File: src/rtl/vc_pkg.sv
package vc_pkg;
  typedef enum logic [1:0] {
    ST_IDLE  = 2'd0,
    ST_FETCH = 2'd1,
    ST_PROC  = 2'd2,
    ST_DONE  = 2'd3
  } vc_state_t;
endpackage

File: src/rtl/vc_store.sv
module vc_store #(
  parameter int ENTRIES   = 32,
  parameter int ID_W      = 16,
  parameter int PAYLOAD_W = 32
) (
  input  logic                 clk,
  input  logic                 rst_n,
  input  logic                 clear_i,
  input  logic [ID_W-1:0]      key_i,
  output logic                 hit_o,
  output logic [PAYLOAD_W-1:0] hit_data_o,
  input  logic                 fill_i,
  input  logic [ID_W-1:0]      fill_tag_i,
  input  logic [PAYLOAD_W-1:0] fill_data_i
);
  localparam int PTR_W = (ENTRIES > 1) ? $clog2(ENTRIES) : 1;
  localparam logic [PTR_W-1:0] PTR_LAST = PTR_W'(ENTRIES - 1);

  logic [ENTRIES-1:0]   valid_q, valid_n;
  logic [ID_W-1:0]      tag_q  [ENTRIES];
  logic [PAYLOAD_W-1:0] data_q [ENTRIES];
  logic [PTR_W-1:0]     ptr_q, ptr_n;
  logic [ENTRIES-1:0]   match;

  genvar g;
  generate
    for (g = 0; g < ENTRIES; g++) begin : g_way
      assign match[g] = valid_q[g] && (tag_q[g] == key_i);
      always_ff @(posedge clk) begin
        if (fill_i && (ptr_q == PTR_W'(g))) begin
          tag_q[g]  <= fill_tag_i;
          data_q[g] <= fill_data_i;
        end
      end
    end
  endgenerate

  assign hit_o = |match;

  always_comb begin
    hit_data_o = '0;
    for (int i = 0; i < ENTRIES; i++) begin
      if (match[i]) hit_data_o = hit_data_o | data_q[i];
    end
  end

  always_comb begin
    valid_n = valid_q;
    ptr_n   = ptr_q;
    if (clear_i) begin
      valid_n = '0;
      ptr_n   = '0;
    end else if (fill_i) begin
      valid_n[ptr_q] = 1'b1;
      ptr_n = (ptr_q == PTR_LAST) ? '0 : ptr_q + PTR_W'(1);
    end
  end

  always_ff @(posedge clk or negedge rst_n) begin
    if (!rst_n) begin
      valid_q <= '0;
      ptr_q   <= '0;
    end else if (clear_i || fill_i) begin
      valid_q <= valid_n;
      ptr_q   <= ptr_n;
    end
  end

  a_r6_unique_tags: assert property (@(posedge clk) disable iff (!rst_n)
    $onehot0(match));
  a_r7_clear_empties: assert property (@(posedge clk) disable iff (!rst_n)
    clear_i |=> !hit_o);
endmodule

File: src/rtl/vc_seq.sv
module vc_seq
  import vc_pkg::*;
#(
  parameter int ID_W     = 16,
  parameter int CNT_W    = 16,
  parameter int NARROW_W = 8
) (
  input  logic             clk,
  input  logic             rst_n,
  input  logic             start_i,
  input  logic [CNT_W-1:0] count_i,
  input  logic [ID_W-1:0]  offset_i,
  input  logic             indexed_i,
  input  logic             wide_i,
  input  logic             idx_valid_i,
  input  logic [ID_W-1:0]  idx_data_i,
  output logic             idx_ready_o,
  output logic [ID_W-1:0]  key_o,
  output logic             look_en_o,
  input  logic             look_hit_i,
  output logic             proc_req_o,
  output logic [ID_W-1:0]  proc_id_o,
  input  logic             proc_ack_i,
  output logic             emit_o,
  output logic             emit_hit_o,
  output logic [ID_W-1:0]  emit_id_o,
  output logic             fill_o,
  output logic             clear_o,
  output logic             done_o,
  output logic             indexed_o
);
  localparam logic [ID_W-1:0] ID_BAD = '1;

  vc_state_t        st_q, st_n;
  logic [CNT_W-1:0] cnt_q, cnt_n, lim_q;
  logic [ID_W-1:0]  off_q, id_q, id_n;
  logic             idx_q, wide_q, cfg_ld;
  logic [CNT_W-1:0] cnt_inc;

  assign cfg_ld  = (st_q == ST_IDLE) && start_i;
  assign cnt_inc = cnt_q + CNT_W'(1);

  assign key_o       = wide_q ? idx_data_i : ID_W'(idx_data_i[NARROW_W-1:0]);
  assign idx_ready_o = (st_q == ST_FETCH) && idx_q;
  assign look_en_o   = idx_ready_o && idx_valid_i && (key_o != ID_BAD);
  assign proc_req_o  = (st_q == ST_PROC);
  assign proc_id_o   = id_q;
  assign emit_id_o   = (st_q == ST_PROC) ? id_q : key_o;
  assign done_o      = (st_q == ST_DONE);
  assign indexed_o   = idx_q;

  always_comb begin
    st_n       = st_q;
    cnt_n      = cnt_q;
    id_n       = id_q;
    emit_o     = 1'b0;
    emit_hit_o = 1'b0;
    fill_o     = 1'b0;
    clear_o    = 1'b0;
    case (st_q)
      ST_IDLE: begin
        if (start_i) begin
          clear_o = 1'b1;
          cnt_n   = '0;
          st_n    = (count_i == '0) ? ST_DONE : ST_FETCH;
        end
      end
      ST_FETCH: begin
        if (!idx_q) begin
          id_n = off_q + ID_W'(cnt_q);
          st_n = ST_PROC;
        end else if (idx_valid_i) begin
          id_n = key_o;
          if (look_en_o && look_hit_i) begin
            emit_o     = 1'b1;
            emit_hit_o = 1'b1;
          end else begin
            st_n = ST_PROC;
          end
        end
      end
      ST_PROC: begin
        if (proc_ack_i) begin
          emit_o = 1'b1;
          fill_o = idx_q && (id_q != ID_BAD);
        end
      end
      default: st_n = ST_IDLE;
    endcase
    if (emit_o) begin
      cnt_n = cnt_inc;
      st_n  = (cnt_inc == lim_q) ? ST_DONE : ST_FETCH;
    end
  end

  always_ff @(posedge clk or negedge rst_n) begin
    if (!rst_n) begin
      st_q  <= ST_IDLE;
      cnt_q <= '0;
      id_q  <= '0;
    end else begin
      st_q  <= st_n;
      cnt_q <= cnt_n;
      id_q  <= id_n;
    end
  end

  always_ff @(posedge clk or negedge rst_n) begin
    if (!rst_n) begin
      lim_q  <= '0;
      off_q  <= '0;
      idx_q  <= 1'b0;
      wide_q <= 1'b0;
    end else if (cfg_ld) begin
      lim_q  <= count_i;
      off_q  <= offset_i;
      idx_q  <= indexed_i;
      wide_q <= wide_i;
    end
  end

  a_r6_req_held: assert property (@(posedge clk) disable iff (!rst_n)
    (proc_req_o && !proc_ack_i) |=> (proc_req_o && $stable(proc_id_o)));
  a_r2_no_overlap: assert property (@(posedge clk) disable iff (!rst_n)
    !(idx_ready_o && proc_req_o));
endmodule

File: src/rtl/vtx_cache_top.sv
module vtx_cache_top #(
  parameter int ENTRIES   = 32,
  parameter int ID_W      = 16,
  parameter int PAYLOAD_W = 32,
  parameter int CNT_W     = 16,
  parameter int NARROW_W  = 8
) (
  input  logic                 clk,
  input  logic                 rst_n,
  input  logic                 start_i,
  input  logic [CNT_W-1:0]     start_count_i,
  input  logic [ID_W-1:0]      start_offset_i,
  input  logic                 start_indexed_i,
  input  logic                 start_wide_i,
  input  logic                 idx_valid_i,
  input  logic [ID_W-1:0]      idx_data_i,
  output logic                 idx_ready_o,
  output logic                 proc_req_o,
  output logic [ID_W-1:0]      proc_id_o,
  input  logic                 proc_ack_i,
  input  logic [PAYLOAD_W-1:0] proc_result_i,
  output logic                 out_valid_o,
  output logic [ID_W-1:0]      out_id_o,
  output logic [PAYLOAD_W-1:0] out_data_o,
  output logic                 out_hit_o,
  output logic                 draw_done_o,
  output logic [CNT_W-1:0]     hit_count_o,
  output logic [CNT_W-1:0]     miss_count_o
);
  logic [ID_W-1:0]      key, emit_id;
  logic                 look_en, look_hit, raw_hit;
  logic                 emit, emit_hit, fill, clear, seq_done, indexed;
  logic [PAYLOAD_W-1:0] hit_data;
  logic [CNT_W-1:0]     hits_q, miss_q;

  vc_seq #(.ID_W(ID_W), .CNT_W(CNT_W), .NARROW_W(NARROW_W)) seq_i (
    .clk(clk), .rst_n(rst_n),
    .start_i(start_i), .count_i(start_count_i), .offset_i(start_offset_i),
    .indexed_i(start_indexed_i), .wide_i(start_wide_i),
    .idx_valid_i(idx_valid_i), .idx_data_i(idx_data_i), .idx_ready_o(idx_ready_o),
    .key_o(key), .look_en_o(look_en), .look_hit_i(look_hit),
    .proc_req_o(proc_req_o), .proc_id_o(proc_id_o), .proc_ack_i(proc_ack_i),
    .emit_o(emit), .emit_hit_o(emit_hit), .emit_id_o(emit_id),
    .fill_o(fill), .clear_o(clear), .done_o(seq_done), .indexed_o(indexed)
  );

  vc_store #(.ENTRIES(ENTRIES), .ID_W(ID_W), .PAYLOAD_W(PAYLOAD_W)) store_i (
    .clk(clk), .rst_n(rst_n), .clear_i(clear),
    .key_i(key), .hit_o(raw_hit), .hit_data_o(hit_data),
    .fill_i(fill), .fill_tag_i(proc_id_o), .fill_data_i(proc_result_i)
  );

  assign look_hit = look_en && raw_hit;

  always_ff @(posedge clk or negedge rst_n) begin
    if (!rst_n) begin
      out_valid_o <= 1'b0;
      out_hit_o   <= 1'b0;
      draw_done_o <= 1'b0;
    end else begin
      out_valid_o <= emit;
      out_hit_o   <= emit && emit_hit;
      draw_done_o <= seq_done;
    end
  end

  always_ff @(posedge clk or negedge rst_n) begin
    if (!rst_n) begin
      out_id_o   <= '0;
      out_data_o <= '0;
    end else if (emit) begin
      out_id_o   <= emit_id;
      out_data_o <= emit_hit ? hit_data : proc_result_i;
    end
  end

  always_ff @(posedge clk or negedge rst_n) begin
    if (!rst_n) begin
      hits_q <= '0;
      miss_q <= '0;
    end else if (emit && indexed) begin
      if (emit_hit) hits_q <= hits_q + CNT_W'(1);
      else          miss_q <= miss_q + CNT_W'(1);
    end
  end

  assign hit_count_o  = hits_q;
  assign miss_count_o = miss_q;

  a_r2_hit_only_indexed: assert property (@(posedge clk) disable iff (!rst_n)
    (out_valid_o && out_hit_o) |-> indexed);
  a_r8_no_bad_hit: assert property (@(posedge clk) disable iff (!rst_n)
    (out_valid_o && out_hit_o) |-> (out_id_o != '1));
  a_r9_done_single: assert property (@(posedge clk) disable iff (!rst_n)
    draw_done_o |=> !draw_done_o);
  a_r5_hit_no_ack: assert property (@(posedge clk) disable iff (!rst_n)
    (out_valid_o && out_hit_o) |-> !$past(proc_req_o));
endmodule

File: config.mk
export PLATFORM = sky130hd
export DESIGN_NAME = vtx_cache_top
export DESIGN_NICKNAME = d
export VERILOG_FILES = /design/src/rtl/vc_pkg.sv /design/src/rtl/vc_store.sv /design/src/rtl/vc_seq.sv /design/src/rtl/vtx_cache_top.sv
export SDC_FILE = /design/constraint.sdc
export NUM_CORES = 2
export LEC_CHECK = 0
export CAP_MARGIN = 15
export CELL_PAD_IN_SITES_DETAIL_PLACEMENT = 0
export CELL_PAD_IN_SITES_GLOBAL_PLACEMENT = 1
export CORE_MARGIN = 4
export CORE_UTILIZATION = 52
export CTS_BUF_LIST = sky130_fd_sc_hd__clkbuf_16
export CTS_CLUSTER_DIAMETER = 60
export DETAILED_ROUTE_END_ITERATION = 8
export PLACE_DENSITY_LB_ADDON = 0.1
export SLEW_MARGIN = 30
export SYNTH_ARGS = -nofsm -noshare
export SYNTH_HDL_FRONTEND = slang
export SYNTH_HIERARCHICAL = 1
export SYNTH_SLANG_ARGS = --single-unit
File: constraint.sdc
create_clock -name clk -period 5.77 [get_ports clk]
set_input_delay 1.154 -clock clk [delete_from_list [all_inputs] [get_ports clk]]
set_output_delay 1.154 -clock clk [all_outputs]
set_load 0.005 [all_outputs]
==> metrics.md <==
| Metric | Value |
|---|---|
| Async S/R FF share, synth | 10.9% |
| Power Internal | roughly 22 mW |
| Clock skew | 26.7 ps |
| Crit end category | flip-flop |
| I/O Pins | approximately 190 |
| Hold Fails Final Rpt | 0 |
| Period utilization | roughly 86% |
| Clk buf depth | 3 |
| H-tree level count | 4 |
| CTS resizes | 0 |
| Clock Tree Root | clkbuf_16 |
| DRC Markers | 0 |
| Max-slew headroom | between 30% and 40% |
| Yosys top cell by area | edfxtp_1 |
| FMAX | a little over 0.2 GHz |
| Post-DP HPWL | approximately 120,000 um |
| Flop2flop setup slack | 1170 ps |
| Cts hold-fix bufs | 0 |
| Post-synth EDFFs | around 1,500 |
| Post-Syn Area | between 70,000 and 80,000 um2 |
| Wire per inst | between 20 and 30 um |
| Drt total wl | approximately 220,000 um |
| Ys Warns | 6 |
| Share of power burned in the clock network | 34.9% |
| Largest net degree at the start of global routing | between 100 and 150 |
| Yosys reg bits | 1,724 |
| Gate Count Post-Synth | 5,119 |
| Post-synth net total | 5,235 |
| Commonest non-fill, non-tap cell in the layout | edfxtp_1 |
| Via count | about 47,000 |
| Final Cell Area | ~83,000 um2 |
| Crit start category | input pin |
| Die outline width | about 380 um |
| Core area | roughly 140,000 um2 |
| Worst r2r dst | miss_count_o[12] |
| Vias in the first global route | about 46,000 |
| CTS tree | built |
| Clock slew at reported path FFs | approximately 60 ps |
| Layout cells sized above 1 | 12.3% |
| TritonCTS Sinks | 1,724 |
| Area contributors post-synth | edfxtp_1 (63%), dfrtp_1 (6.5%), xnor2_1 (4.5%), nand4_1 (3.3%), nand2_1 (3.1%) |
| RSZ-0062 raised after global routing | false |
| Netlist cell types | 86 |
| First-pass GRT wire length | roughly 320,000 um |
| Status | completed |
| Initial antenna violation count | 1 |
| DRT Pass-1 Iters | 6 |
| Fin nets | about 5,500 |
| Placed inst area | ~77,000 um2 |
| TNS Setup | 0 ps |
| Syn_area_per_cell | ~14 um2 |
| Max cap viols | 0 |
| WS Path Type | in2reg |
| WP data required | 6430 ps |
| Total net switching power | roughly 8.3 mW |
| Power share of the combinational group | 16.1% |
| Starting Density | between 50 and 60% |
| Grt ovf | 0 |
| GP Congestion | about 0.8 |
| Power density over the cells | between 300 and 400 nW/um2 |
| Min cycle time layout | 4950 ps |
| Slew @ Worst Pin | roughly 940 ps |
| FF-to-FF Start | seq_i/wide_q |
| Maximum vdd ir drop | 383 uV |
| IO buf count | approximately 190 |
| Final Setup Violations | 0 |
| DR vias/cell | approximately 6.3 |
| Crit Path Max Fanout | 13 |
| Post-CTS setup buffer count | 0 |
| Ys flop type | edfxtp_1 |
| Die Span Y | 382 um |
| Sw frac | between 20 and 30% |
| Core Rows | between 100 and 150 |
| DR iter-0 viols | 4,989 |
| Yosys top cell area share | 63.5% |
| Layout Area Growth over Synthesis | 13.7% |
| Clk_lat worst skew | around 800 ps |
| Num CTS Buffers | ~180 |
| Most frequent cells in the layout | edfxtp_1 (1,536), nand2_1 (607), nand4_1 (385), xnor2_1 (375), buf_4 (211) |
| Worst EP arrival | around 5600 ps |
| Reg2Reg Depth | 18 |
| Class of the worst hold path | in2async |
| P_leak | between 20 and 30 nW |
| Fin. max-slew vios | 0 |
| Antenna Nets Post-Route | 0 |
| Die Footprint | ~150,000 um2 |
| Sequential area share after synthesis | 70.0% |
| Sequential power share | between 40% and 50% |
| Total GRT Usage | between 20% and 30% |
[stage by stage]
stage	cells	setup slack (ps)	total power [mW]	util [%]	hold WS (ps)
floorplan	5119	940	17.6	-	460
global placement	7048	57.5	20.1	55.9	463
detailed placement	7048	-1.77	20.1	55.9	466
CTS	7367	850	30.7	59.8	351
global route	7367	618	31.6	59.8	403
finish	7371	821	30.5	59.8	349
[critical path, cell delays in order]
cell and delay (ps):
clkdlybuf4s50_1 470, and2_2 560, buf_4 350, inv_2 90, o221ai_1 260, nor4b_4 90
a32o_1 230, nor2_1 100, nand4_1 230, or4_1 620, and2_1 160, inv_1 90
a211oi_4 70, buf_4 190, and3b_1 280, buf_4 140, nand4_4 140, nand3b_1 210
xnor2_1 130
[worst max-delay path by stage]
stage               slack, ps      startpoint                to  depth (start not counted)
detailed placement         -2   idx_data_i[9]  miss_count_o[10]                         19
CTS                       850   idx_data_i[9]  miss_count_o[10]                         19
global route              620   idx_data_i[9]  miss_count_o[10]                         19
global placement           60   idx_data_i[9]  miss_count_o[12]                         19
floorplan                 940  idx_data_i[11]    out_data_o[21]                         20
finish                    820   idx_data_i[9]  miss_count_o[12]                         19
[sequential cells by signal, summed over array words and instances (netlist names)]
register,count
store_i/tag_q,512
draw_done_o,1
store_i/data_q,1024
seq_i/cnt_q,16
seq_i/off_q,16
seq_i/indexed_o,1
out_id_o,16
seq_i/st_q,2
store_i/ptr_q,5
out_hit_o,1
hit_count_o,16
seq_i/lim_q,16
seq_i/wide_q,1
miss_count_o,16
out_data_o,32
seq_i/proc_id_o,16
store_i/valid_q,32
out_valid_o,1
[cell usage after synthesis (90+ instances only)]
cell type and count:
a311oi_1 98, and4_1 103, buf_2 90, clkbuf_1 174
dfrtp_1 188, edfxtp_1 1536, nand2_1 607, nand3_1 132
nand4_1 385, nor2_1 201, nor3_1 105, o22ai_1 172
xnor2_1 375, xor2_1 158
[cells by family (layout without fill, tap and decap cells)]
kind of cell | after synthesis | count (layout) | share of synthesized area [%]
mux | 101 | 101 | 1.50
other cells | 0 | 4 | 0
compound gates | 590 | 590 | 5.86
buf+inv | 430 | 815 | 3.49
fa+ha+maj | 30 | 30 | 0.524
simple gates | 1709 | 1709 | 12.2
flops | 1724 | 1724 | 70.0
xor+xnor | 535 | 535 | 6.47
[per-layer routing]
layer / GRT usage, % / vias to the layer above / part of all wire [%]
met1: 40.8 / 24000 / 41
li1: - / 20100 / -
met4: 11.0 / 0 / 3.8
met2: 47.9 / 2231 / 48
met3: 4.42 / 379 / 7.5
met5: 0 / - / 0
[power groups by stage]
stage | Sequential, mW | Clock [mW] | Combinational (mW)
after detailed placement | 15.2 | 0 | 4.93
after global routing | 15.0 | 11.3 | 5.25
after floorplan | 15.3 | 0 | 2.36
after CTS | 15.0 | 10.8 | 4.95
after global placement | 15.2 | 0 | 4.88
final | 14.9 | 10.6 | 4.92
[area by class of cell]
| cell class | instances | area [um2] |
|---|---|---|
| diodes | 4 | 10.0 |
| repair buffers | 427 | 4000 |
| inverters | 69 | 265 |
| well taps | 1863 | 2330 |
| clock inverters | 135 | 739 |
| fillers | 10800 | 55600 |
| multi-input cells | 2965 | 19800 |
| flip-flops and latches | 1724 | 50800 |
| clock buffers | 184 | 4600 |
Power figures use the tool's default switching activity.
